`config.mk`:
```
export PLATFORM = sky130hd
export DESIGN_NAME = supply_prog_ctrl
export DESIGN_NICKNAME = d
export VERILOG_FILES = /design/src/rtl/spc_pkg.sv /design/src/rtl/spc_pulse_meas.sv /design/src/rtl/spc_key_decoder.sv /design/src/rtl/spc_fuse_shadow.sv /design/src/rtl/supply_prog_ctrl.sv
export SDC_FILE = /design/constraint.sdc
export NUM_CORES = 1
export LEC_CHECK = 0
export BUFFER_PORTS_ARGS = -buffer_cell sky130_fd_sc_hd__clkbuf_2
export CAP_MARGIN = 15
export CELL_PAD_IN_SITES_DETAIL_PLACEMENT = 0
export CELL_PAD_IN_SITES_GLOBAL_PLACEMENT = 1
export CORE_UTILIZATION = 43
export DETAILED_ROUTE_END_ITERATION = 8
export PLACE_DENSITY_LB_ADDON = 0.1
export SETUP_SLACK_MARGIN = 0.02
export SYNTH_ARGS = -nofsm -noshare
export SYNTH_HDL_FRONTEND = slang
export SYNTH_HIERARCHICAL = 1
export SYNTH_SLANG_ARGS = --single-unit
export TNS_END_PERCENT = 100
```
`constraint.sdc`:
```
create_clock -name clk -period 2.1 [get_ports clk]
set_clock_uncertainty 0.15 [all_clocks]
set_input_delay 0.525 -clock clk [delete_from_list [all_inputs] [get_ports clk]]
set_output_delay 0.525 -clock clk [all_outputs]
set_load 0.05 [all_outputs]
```
`src/rtl/spc_pkg.sv`:
```
package spc_pkg;

    localparam int CODE_BITS = 7;
    localparam int ADDR_W    = CODE_BITS + 1;
    localparam int NFUSE     = CODE_BITS + 2;
    localparam int IDX_W     = $clog2(NFUSE);
    localparam int IDX_POL   = CODE_BITS;
    localparam int IDX_LOCK  = CODE_BITS + 1;
    localparam logic [ADDR_W-1:0] LOCK_ADDR = ADDR_W'(1 << CODE_BITS);

    typedef enum logic [1:0] {
        PK_MID   = 2'd0,
        PK_KEY   = 2'd1,
        PK_BLOW  = 2'd2,
        PK_OVER  = 2'd3
    } pkind_e;

    typedef struct packed {
        logic   valid;
        pkind_e kind;
    } pulse_ev_t;

    function automatic logic lvl_active(input logic [1:0] l);
        return l != 2'b00;
    endfunction

    function automatic logic lvl_high(input logic [1:0] l);
        return l[1];
    endfunction

    // Returns 1 when addr selects exactly one code bit; idx gets its weight.
    function automatic logic code_bit_of(input logic [ADDR_W-1:0] addr,
                                         output logic [IDX_W-1:0] idx);
        logic hit;
        hit = 1'b0;
        idx = '0;
        for (int i = 0; i < CODE_BITS; i++) begin
            if (addr == ADDR_W'(1 << i)) begin
                hit = 1'b1;
                idx = IDX_W'(i);
            end
        end
        return hit;
    endfunction

endpackage

```
`src/rtl/spc_pulse_meas.sv`:
```
module spc_pulse_meas
    import spc_pkg::*;
#(
    parameter int MIN_ON   = 20,
    parameter int BLOW_MIN = 100,
    parameter int BLOW_MAX = 300
) (
    input  logic        clk,
    input  logic        rst,
    input  logic        pwr_good,
    input  logic [1:0]  sup_lvl,
    output pulse_ev_t   ev
);
    localparam int WID_W = $clog2(BLOW_MAX + 2);
    localparam logic [WID_W-1:0] WID_SAT = WID_W'(BLOW_MAX + 1);

    logic             run;
    logic             saw_high;
    logic [WID_W-1:0] width;

    function automatic pkind_e classify(input logic hi, input logic [WID_W-1:0] w);
        if (!hi)                         return PK_MID;
        else if (w < WID_W'(BLOW_MIN))   return PK_KEY;
        else if (w <= WID_W'(BLOW_MAX))  return PK_BLOW;
        else                             return PK_OVER;
    endfunction

    always_ff @(posedge clk) begin
        if (rst || !pwr_good) begin
            run      <= 1'b0;
            saw_high <= 1'b0;
            width    <= '0;
            ev       <= '{valid: 1'b0, kind: PK_MID};
        end else begin
            ev.valid <= 1'b0;
            if (lvl_active(sup_lvl)) begin
                if (!run) begin
                    run      <= 1'b1;
                    width    <= WID_W'(1);
                    saw_high <= lvl_high(sup_lvl);
                end else begin
                    if (width != WID_SAT)
                        width <= width + 1'b1;
                    saw_high <= saw_high | lvl_high(sup_lvl);
                end
            end else if (run) begin
                run <= 1'b0;
                if (width >= WID_W'(MIN_ON)) begin
                    ev.valid <= 1'b1;
                    ev.kind  <= classify(saw_high, width);
                end
            end
        end
    end

endmodule

```
`src/rtl/spc_key_decoder.sv`:
```
module spc_key_decoder
    import spc_pkg::*;
#(
    parameter int PE_MIN_MIDS  = 7,
    parameter int POL_MAX_MIDS = 6
) (
    input  logic               clk,
    input  logic               rst,
    input  logic               pwr_good,
    input  pulse_ev_t          ev,
    input  logic               locked,
    output logic [ADDR_W-1:0]  trial_addr,
    output logic               trial_neg,
    output logic               prog_armed,
    output logic               blow_stb,
    output logic [IDX_W-1:0]   blow_idx,
    output logic               width_err
);
    logic              in_seq;
    logic              pol;
    logic              pe;
    logic [ADDR_W-1:0] addr;
    logic              bit_hit;
    logic [IDX_W-1:0]  bit_idx;

    always_comb begin
        bit_hit = code_bit_of(addr, bit_idx);
    end

    always_ff @(posedge clk) begin
        if (rst || !pwr_good) begin
            in_seq    <= 1'b0;
            pol       <= 1'b0;
            pe        <= 1'b0;
            addr      <= '0;
            blow_stb  <= 1'b0;
            blow_idx  <= '0;
            width_err <= 1'b0;
        end else begin
            blow_stb  <= 1'b0;
            width_err <= 1'b0;
            if (ev.valid) begin
                unique case (ev.kind)
                    PK_MID: begin
                        if (in_seq && addr != LOCK_ADDR)
                            addr <= addr + 1'b1;
                    end
                    PK_KEY: begin
                        if (!in_seq || pe) begin
                            in_seq <= 1'b1;
                            addr   <= ADDR_W'(1);
                        end else if (addr > ADDR_W'(PE_MIN_MIDS)) begin
                            pe     <= 1'b1;
                            in_seq <= 1'b0;
                            addr   <= '0;
                        end else if (!pol && addr >= ADDR_W'(2)
                                     && addr <= ADDR_W'(POL_MAX_MIDS + 1)) begin
                            pol  <= 1'b1;
                            addr <= ADDR_W'(1);
                        end else begin
                            in_seq <= 1'b0;
                            addr   <= '0;
                        end
                    end
                    PK_BLOW: begin
                        if (pe && !locked) begin
                            if (in_seq && addr == LOCK_ADDR) begin
                                blow_stb <= 1'b1;
                                blow_idx <= IDX_W'(IDX_LOCK);
                            end else if (in_seq && bit_hit) begin
                                blow_stb <= 1'b1;
                                blow_idx <= bit_idx;
                            end else if (!in_seq && pol) begin
                                blow_stb <= 1'b1;
                                blow_idx <= IDX_W'(IDX_POL);
                            end
                        end
                        pe     <= 1'b0;
                        in_seq <= 1'b0;
                        addr   <= '0;
                    end
                    PK_OVER: begin
                        width_err <= 1'b1;
                        pe        <= 1'b0;
                        in_seq    <= 1'b0;
                        addr      <= '0;
                    end
                    default: ;
                endcase
            end
        end
    end

    assign trial_addr = addr;
    assign trial_neg  = pol;
    assign prog_armed = pe;

endmodule

```
`src/rtl/spc_fuse_shadow.sv`:
```
module spc_fuse_shadow
    import spc_pkg::*;
(
    input  logic             clk,
    input  logic             rst,
    input  logic             blow_stb,
    input  logic [IDX_W-1:0] blow_idx,
    output logic [NFUSE-1:0] fuses
);
    for (genvar i = 0; i < NFUSE; i++) begin : g_fuse
        always_ff @(posedge clk) begin
            if (rst)
                fuses[i] <= 1'b0;
            else if (blow_stb && blow_idx == IDX_W'(i))
                fuses[i] <= 1'b1;
        end
    end

endmodule

```
`src/rtl/supply_prog_ctrl.sv`:
```
module supply_prog_ctrl
    import spc_pkg::*;
#(
    parameter int MIN_ON       = 20,
    parameter int BLOW_MIN     = 100,
    parameter int BLOW_MAX     = 300,
    parameter int PE_MIN_MIDS  = 7,
    parameter int POL_MAX_MIDS = 6
) (
    input  logic                 clk,
    input  logic                 rst,
    input  logic                 pwr_good,
    input  logic [1:0]           sup_lvl,
    output logic [ADDR_W-1:0]    trial_addr,
    output logic                 trial_neg,
    output logic                 prog_armed,
    output logic                 blow_stb,
    output logic [IDX_W-1:0]     blow_idx,
    output logic                 width_err,
    output logic [CODE_BITS-1:0] fuse_code,
    output logic                 fuse_pol,
    output logic                 fuse_lock
);
    pulse_ev_t        ev;
    logic [NFUSE-1:0] fuses;

    spc_pulse_meas #(
        .MIN_ON   (MIN_ON),
        .BLOW_MIN (BLOW_MIN),
        .BLOW_MAX (BLOW_MAX)
    ) u_meas (
        .clk      (clk),
        .rst      (rst),
        .pwr_good (pwr_good),
        .sup_lvl  (sup_lvl),
        .ev       (ev)
    );

    spc_key_decoder #(
        .PE_MIN_MIDS  (PE_MIN_MIDS),
        .POL_MAX_MIDS (POL_MAX_MIDS)
    ) u_dec (
        .clk        (clk),
        .rst        (rst),
        .pwr_good   (pwr_good),
        .ev         (ev),
        .locked     (fuses[IDX_LOCK]),
        .trial_addr (trial_addr),
        .trial_neg  (trial_neg),
        .prog_armed (prog_armed),
        .blow_stb   (blow_stb),
        .blow_idx   (blow_idx),
        .width_err  (width_err)
    );

    spc_fuse_shadow u_shadow (
        .clk      (clk),
        .rst      (rst),
        .blow_stb (blow_stb),
        .blow_idx (blow_idx),
        .fuses    (fuses)
    );

    assign fuse_code = fuses[CODE_BITS-1:0];
    assign fuse_pol  = fuses[IDX_POL];
    assign fuse_lock = fuses[IDX_LOCK];

endmodule

```
Yosys cells after proc, flatten, opt, wreduce, memory -nomap -nowiden
Index checks and enable logic that the tools add are counted.
{"block": "word_totals", "wordCells": 141, "output_inout_bits": 25, "ff_bits": 40, "inputBits": 5}
{"block": "op_classes", "n_eq_ne": 26, "addsub": 2, "order_cmp": 6, "reduce_logical": 38, "bitwise_logic": 8, "n_mux": 40}
{"cell": "$mux 8", "n": 3}
{"cell": "$pmux 8 s3", "n": 1}
{"cell": "$mux 1", "n": 21}
{"cell": "$mux 9", "n": 2}
{"cell": "$eq 4x3->1 const B", "n": 4}
{"cell": "$logic_and 1x1->1", "n": 16}
{"cell": "$mux 3", "n": 4}
{"cell": "$mux 4", "n": 3}
{"cell": "$add 9x1->9 const B", "n": 1}
{"cell": "$ge 9x5->1 const B", "n": 1}
{"cell": "$le 9x9->1 const B", "n": 1}
{"cell": "$lt 9x7->1 const B", "n": 1}
{"cell": "$ne 9x9->1 const B", "n": 1}
{"cell": "$add 8x1->8 const B", "n": 1}
{"cell": "$eq 4x2->1 const B", "n": 2}
{"cell": "$eq 8x1->1 const B", "n": 1}
{"cell": "$eq 8x2->1 const B", "n": 1}
{"cell": "$eq 8x3->1 const B", "n": 1}
{"cell": "$eq 8x4->1 const B", "n": 1}
{"cell": "$eq 8x5->1 const B", "n": 1}
{"cell": "$eq 8x6->1 const B", "n": 1}
{"cell": "$eq 8x7->1 const B", "n": 1}
{"cell": "$eq 8x8->1 const B", "n": 1}
{"cell": "$ge 8x2->1 const B", "n": 1}
{"cell": "other kinds (27)", "n": 49}

Longest topological paths before layout
Gate-level depths: netlist of the first run.
{"block": "logic_depth", "depth_word": 11, "mapped_depth": 7, "ltp_nobuf": 7}

Modules after synthesis
Netlist of the first run, hierarchy kept.
{"module": "spc_key_decoder", "area_each_um2": 1127.3, "cells_per_inst": 136, "instances": 1, "seq_area_each_um2": 340.3}
{"module": "spc_pulse_meas", "area_each_um2": 735.7, "cells_per_inst": 85, "instances": 1, "seq_area_each_um2": 280.3}
{"module": "spc_fuse_shadow", "area_each_um2": 340.3, "cells_per_inst": 35, "instances": 1, "seq_area_each_um2": 180.2}

Worst setup path after synthesis of the first run
OpenSTA, ideal clock, no wires.
{"block": "synth_timing", "path_type": "reg-to-reg", "from": "register u_dec.addr[0] (netlist: u_dec/trial_addr[0])", "to": "register u_dec.blow_idx[3]", "t_arrival_ns": 2.022, "synth_period_minus_slack_ns": 2.258, "stages_incl_launch_ff": 8, "path_buffers": 0, "required_time_ns": 1.864, "setup_time_ns": 0.086, "path_slack_ns": -0.158, "cell_sequence": "dfxtp_1 > inv_1 > ha_1 > nor2b_1 > o21a_1 > a21oi_4 > o21ai_1 > a221oi_2"}
{"block": "synth_between", "elab_chain_cells": 11, "elab_cells_between_ends": 21, "cone_classes": "eq/ne: 8; mux: 9; reduce/logical: 4"}
{"item": "start, declared", "line_no": "spc_key_decoder.sv:22", "rtl": "logic [ADDR_W-1:0] addr;"}
{"item": "start signal, assigned", "line_no": "spc_key_decoder.sv:46", "rtl": "addr <= addr + 1'b1;"}
{"item": "$eq 8x1->1", "line_no": "spc_pkg.sv:38", "rtl": "if (addr == ADDR_W'(1 << i)) begin"}
{"item": "$mux 1 (7 in series)", "line_no": "spc_pkg.sv:38"}
{"item": "$logic_and 1x1->1", "line_no": "spc_key_decoder.sv:70", "rtl": "end else if (in_seq && bit_hit) begin"}
{"item": "$reduce_bool 3->1 (no source line) or $mux 4 (tied branches)"}
{"item": "$reduce_and 4->1 (no source line) or $mux 4 (tied branches)"}
{"item": "end signal, assigned", "line_no": "spc_key_decoder.sv:69", "rtl": "blow_idx <= IDX_W'(IDX_LOCK);"}
{"item": "end signal, assigned", "line_no": "spc_key_decoder.sv:72", "rtl": "blow_idx <= bit_idx;"}
{"item": "end signal, assigned", "line_no": "spc_key_decoder.sv:75", "rtl": "blow_idx <= IDX_W'(IDX_POL);"}
{"item": "end, declared", "line_no": "spc_key_decoder.sv:16", "rtl": "output logic [IDX_W-1:0] blow_idx,"}
Several ways; a longest one is shown, not always the timed one.
A chain may end at the register's enable or synchronous reset.

Final worst setup path of the first run
{"block": "layout_timing", "from": "register u_dec.addr[3] (netlist: u_dec/trial_addr[3])", "to": "output trial_addr[3]"}
{"item": "end, declared", "line_no": "supply_prog_ctrl.sv:14", "rtl": "output logic [ADDR_W-1:0] trial_addr,"}
No word-level cell between the ends.

==> results of run 1 <==
[power by group through the flow]
stage	logic, uW	clock network (uW)	registers (uW)
final	49.4	646	765
after global routing	55.0	703	766
after CTS	48.9	666	765
after detailed placement	48.5	0	783
after global placement	48.9	0	783
after floorplan	30.2	0	782
[path summary, 6_finish.rpt]
path	startpoint	endpoint	slack (ns)	depth (start not counted)
max	u_dec/trial_addr[3]	trial_addr[3]	0.16	1
min	u_shadow/fuses[7]	u_shadow/fuses[7]	0.32	2
max reg2reg	u_dec/trial_addr[0]	u_dec/blow_idx[0]	0.20	7
min reg2reg	u_shadow/fuses[7]	u_shadow/fuses[7]	0.32	2
[what timing repair did]
| action | CTS | global route |
|---|---|---|
| buffers inserted | 0 | 1 |
| endpoints found under the setup margin | 0 | 5 |
| gates resized for setup | 0 | 3 |
[per-layer routing]
metal  global-route usage (%)  up-vias
li1                         -      990
met1                    28.31      870
met2                    25.99       41
met3                    3.841        6
met4                    5.769        0
met5                        0        -
[through the flow]
stage	hold slack, ns	power, uW	area [um^2]	std cells
3_5_place_dp	0.3145	831.2	2392	345
4_1_cts	0.3288	1480	2507	353
2_1_floorplan	0.2958	811.7	2206	256
3_3_place_gp	0.3076	831.8	2392	345
5_1_grt	0.3549	1524	2526	354
6_report	0.3228	1460	2526	354
[logic make-up (layout without fill, tap and decap cells)]
group           after synthesis  in the layout  share of synthesized area [%]
fa+ha+maj                     7              7                          3.975
xor+xnor                     10             10                          3.975
simple gates                103            103                          26.75
buf+inv                      32             63                          7.041
compound gates               64             64                          21.92
flops                        40             40                          36.34
[layout make-up]
class                           instances  area [um^2]  area share, %
Inverter                               20        75.07          2.972
Tap cell                               67        83.83          3.318
Sequential cell                        40        803.3          31.80
Multi-Input combinational cell        184         1259          49.83
Clock buffer                            5        68.82          2.724
Timing Repair Buffer                   35        190.2          7.528
Clock inverter                          3        46.29          1.833
[sequential cells by signal (all words and copies together), names as in the netlist, 3 cells and up]
signal	flops
u_meas/ev	3
u_dec/trial_addr	8
u_dec/blow_idx	4
u_meas/width	9
u_shadow/fuses	9
[cell usage in the layout, fill, tap and decap left out, drive strengths merged, types with 7 or more instances in the layout]
| cell | count |
|---|---|
| inv | 21 |
| a21oi | 11 |
| dfxtp | 40 |
| nand2 | 19 |
| nand3 | 12 |
| clkbuf | 34 |
| ha | 7 |
| nor2 | 25 |
| o22ai | 13 |
| o21ai | 12 |
==> key figures, run 1 <==
Route
  • Antenna-violating nets left: 0
  • WL met1: 2558 um
  • Met3 WL post-DR: 182 um
  • Pre-antenna DRT Iters: 4
  • Uppermost layer routed: met4
  • Post-DR wirelength/cell: 13.21 um
  • Routed via count: 1907
  • Number of remaining DRC errors: 0
  • Vias/cell: 5.387
  • Met2 WL: 1889 um
  • Initial DRC Count: 132
  • WL final: 4676 um

Timing
  • Actual slew at the worst max-slew pin: 0.5657 ns
  • Final Max Slew Viols: 0
  • Highest clock rate: 515.7 MHz
  • Post-route setup TNS: 0 ns
  • Final number of setup-violating endpoints: 0
  • Period minus WS final: 1.939 ns
  • Hold Fails Final Rpt: 0
  • RSZ-0062 raised after global routing: false
  • Slew HR: 61.81%
  • Tcrit/Tclk final: 92.33%
  • Setup ws final: 0.1611 ns

Global routing
  • Initial antenna violation count: 0
  • Gr usage total: 18.65%
  • Grt ovf: 0
  • Global-route wire length before repair: 7810 um
  • Vias in the first global route: 1611
  • Pin count of the biggest net entering global routing: 15

Synthesis
  • Synth top area cells: dfxtp_1, nor2_1, ha_1
  • Post-synth top cells: dfxtp_1, nor2_1, inv_1
  • Register area share after synthesis: 36.34%
  • Avg Cell Area, Syn: 8.607 um^2
  • Top FF cell, synth: dfxtp_1
  • Mapped Cells: 256
  • Syn Nets: 268
  • Synth top area share: 36.34%
  • Biggest area consumer among synthesized cells: dfxtp_1
  • Netlist cell types: 56
  • Synth async-reset ratio: 0%
  • Count leader, synth: dfxtp_1
  • EDFF count, synth: 0
  • Post-Syn Area: 2203 um^2
  • Yosys warnings: 6
  • Seq cells post-synth: 40

Clocking
  • CTS sink count: 40
  • Root buffer cell: clkbuf_8
  • CTS tree: done
  • CTS buffer count: 5
  • Max Root-Sink Buffers: 2
  • Clock slew at reported path FFs: 0.09 ns
  • Skew-Pair Late Insertion Delay: 0.29 ns
  • CTS HTree Levels: 2
  • CTS Hold Bufs: 0

Floorplanning
  • Initial Util: 45.74%
  • Die area: 5414 um^2
  • Site Rows: 25
  • Core box area: 4817 um^2
  • I/O pins: 30
  • Die Span X: 73.58 um
  • Die height: 73.58 um

Power and ir drop
  • Comb power frac: 3.4%
  • Sw frac: 22.18%
  • Peak supply drop: 0.2448 mV
  • Sequential share of power: 52.4%
  • Sw power: 323.8 uW
  • Cell Int Power: 1136 uW
  • Clk pwr share: 44.2%
  • Power per cell area: 578.0 nW/um^2
  • Leakage: 0.0009001 uW

Job
  • Max-cap viol count: 0

Hold path
  • Hold Crit Class: reg -> reg

Setup path
  • CP bufs+invs: 1
  • Crit path max fanout: 14
  • Crit path required time: 1.42 ns
  • CP Cell Sequence: clkbuf_2
  • Worst path slowest cell: dfxtp_1
  • Largest delay share family, worst path: flip-flops
  • Crit path kind: reg -> out
  • Crit path DAT: 1.26 ns
  • CP Launch Type: register
  • Max incr delay on CP: 0.61 ns
  • Worst setup EP type: output pin

Layout
  • N_diodes: 0
  • Post-layout util: 52.44%
  • Share of layout cells above drive strength 1: 21.60%
  • Layout area overhead: 14.65%
  • Final nets: 298
  • Filler instances: 500

Place
  • Post-place setup slack: 0.1029 ns
  • PortBufs: 29
  • GPL Wtd Cong: 0.8424
  • DP Wirelength: 3491 um

Run status
  • Outcome: completed
Power figures use the tool's default switching activity.
==> run 2: changes to the inputs <==
- CORE_ASPECT_RATIO: not set -> 2
- CORE_MARGIN: not set -> 2
- MAX_ROUTING_LAYER: not set -> met4
==> run 2 against run 1 <==
  * Sequential cell count unchanged
  * Non-clock buffer count rose by 3
  * Clock power is 3% lower
  * Final cell count fell by 2.0%
  * Critical path depth increased by 6
  * Via count increased by 1.2%
  * Sequential share of layout area did not move
  * Hold slack worse by 0.0020 ns
  * Wire length is 14% higher
  * Register-to-register slack worse by 0.06 ns
  * Clock-buffer cell count is 1 higher
  * Power decreased by 1.2%
==> key figures, run 2 (synthesized netlist as in run 1, its figures left out) <==
Run status
  • Outcome: completed

Power and ir drop
  • Overall power: 1442 uW
  • Power per cell area: 571.0 nW/um^2
  • Leakage: 0.0009163 uW
  • Peak supply drop: 0.5198 mV

Clocking
  • CTS HTree Levels: 2
  • CTS tree: done
  • CTS sink count: 40
  • Clock slew at reported path FFs: 0.08 ns
  • Root buffer cell: clkbuf_8
  • Skew-Pair Late Insertion Delay: 0.30 ns
  • Max Root-Sink Buffers: 2
  • CTS buffer count: 5
  • Post-CTS Setup Bufs: 0

Layout
  • Design area: 2526 um^2
  • Most common cell after layout, fill and taps aside: dfxtp_1
  • Final nets: 301
  • N_diodes: 0
  • Filler instances: 525
  • Share of layout cells above drive strength 1: 21.72%
  • Most frequent cells in the layout: dfxtp_1, clkbuf_2, nor2_1, inv_1, nand2_1
  • Layout area overhead: 14.65%

Place
  • PortBufs: 29
  • Post-place setup slack: 0.1069 ns
  • Post-DP Area: 2410 um^2
  • DP Wirelength: 4197 um
  • GPL Wtd Cong: 0.8572

Timing
  • RSZ-0062 raised after global routing: true
  • Highest clock rate: 511.2 MHz
  • Post-route setup TNS: 0 ns
  • Period minus WS final: 1.956 ns
  • Setup ws final: 0.1439 ns
  • Slew HR: 68.31%
  • Tcrit/Tclk final: 93.15%
  • Final number of setup-violating endpoints: 0
  • Hold Fails Final Rpt: 0
  • Final Max Slew Viols: 0
  • Actual slew at the worst max-slew pin: 0.4717 ns

Floorplanning
  • Core box area: 4910 um^2
  • Die area: 5747 um^2
  • Die Span X: 54.62 um
  • I/O pins: 30
  • Site Rows: 36
  • Initial Util: 44.88%
  • Die height: 105.2 um

Route
  • Vias/cell: 5.562
  • Routed via count: 1930
  • WL final: 5343 um
  • Pre-antenna DRT Iters: 4
  • Initial DRC Count: 24
  • Post-DR wirelength/cell: 15.40 um
  • Number of remaining DRC errors: 0
  • Antenna-violating nets left: 0

Job
  • Max-cap viol count: 0

Global routing
  • Vias in the first global route: 1838
  • Gr usage total: 21.10%
  • Grt ovf: 0
  • Pin count of the biggest net entering global routing: 16
  • Initial antenna violation count: 0
  • Global-route wire length before repair: 8721 um

Hold path
  • Hold Crit Class: reg -> reg

Setup path
  • Crit path max fanout: 6
  • Worst path slowest cell: dfxtp_2
  • CP Cell Sequence: inv_1, ha_1, nor2b_2, o21a_1, a21oi_4, o21ai_1, a221oi_2
  • Max incr delay on CP: 0.36 ns
  • Worst setup EP type: register
  • CP Launch Type: register
  • Crit path kind: reg -> reg
  • Crit path DAT: 2.02 ns
  • Crit path required time: 2.16 ns
## run 2: per-stage QoR
step	utilization, %	std cells	hold slack [ns]
floorplan	-	256	0.2958
global placement	49.08	339	0.3087
detailed placement	49.08	339	0.3099
CTS	51.27	347	0.3225
global route	51.45	347	0.3468
finish	51.45	347	0.3209
## run 2: routing by layer
| metal | vias to the layer above | routed length [um] | track usage (%) |
|---|---|---|---|
| li1 | 982 | - | - |
| met1 | 899 | 1869 | 19.16 |
| met2 | 32 | 3136 | 38.10 |
| met3 | 17 | 132 | 3.541 |
| met4 | 0 | 204 | 11.43 |
| met5 | - | 0 | - |
## run 2: final cells by class
class                   instances  area (um^2)  share of cell area (%)
clock buffers                   6        72.57                   2.873
clock inverters                 2        35.03                   1.387
inverters                      20        75.07                   2.972
multi-input cells             184         1256                   49.73
flip-flops and latches         40        803.3                   31.80
well taps                      57        71.32                   2.823
repair buffers                 38        212.7                   8.420
## run 2: worst paths after layout
path	startpoint	endpoint	slack, ns	cells after the start
min	u_shadow/fuses[3]	u_shadow/fuses[3]	0.32	2
max	u_dec/trial_addr[0]	u_dec/blow_idx[3]	0.14	7
max reg2reg	u_dec/trial_addr[0]	u_dec/blow_idx[3]	0.14	7
min reg2reg	u_shadow/fuses[3]	u_shadow/fuses[3]	0.32	2
## run 2: repair_timing
item	CTS	global route
hold buffers	0	0
setup endpoints to repair	0	5
resized for setup	0	2
## run 2: power by group
group	switching (uW)	internal, uW	total [uW]
registers	2.80	761	764
logic	34.1	18.8	52.9
clock network	273	353	626
## run 2: worst max-delay path: cells and delay by family (launching register included)
family,cells,cell delay (ns)
compound gates,4,0.80
fa+ha+maj,1,0.28
flops,1,0.36
simple gates,1,0.20
buf+inv,1,0.09
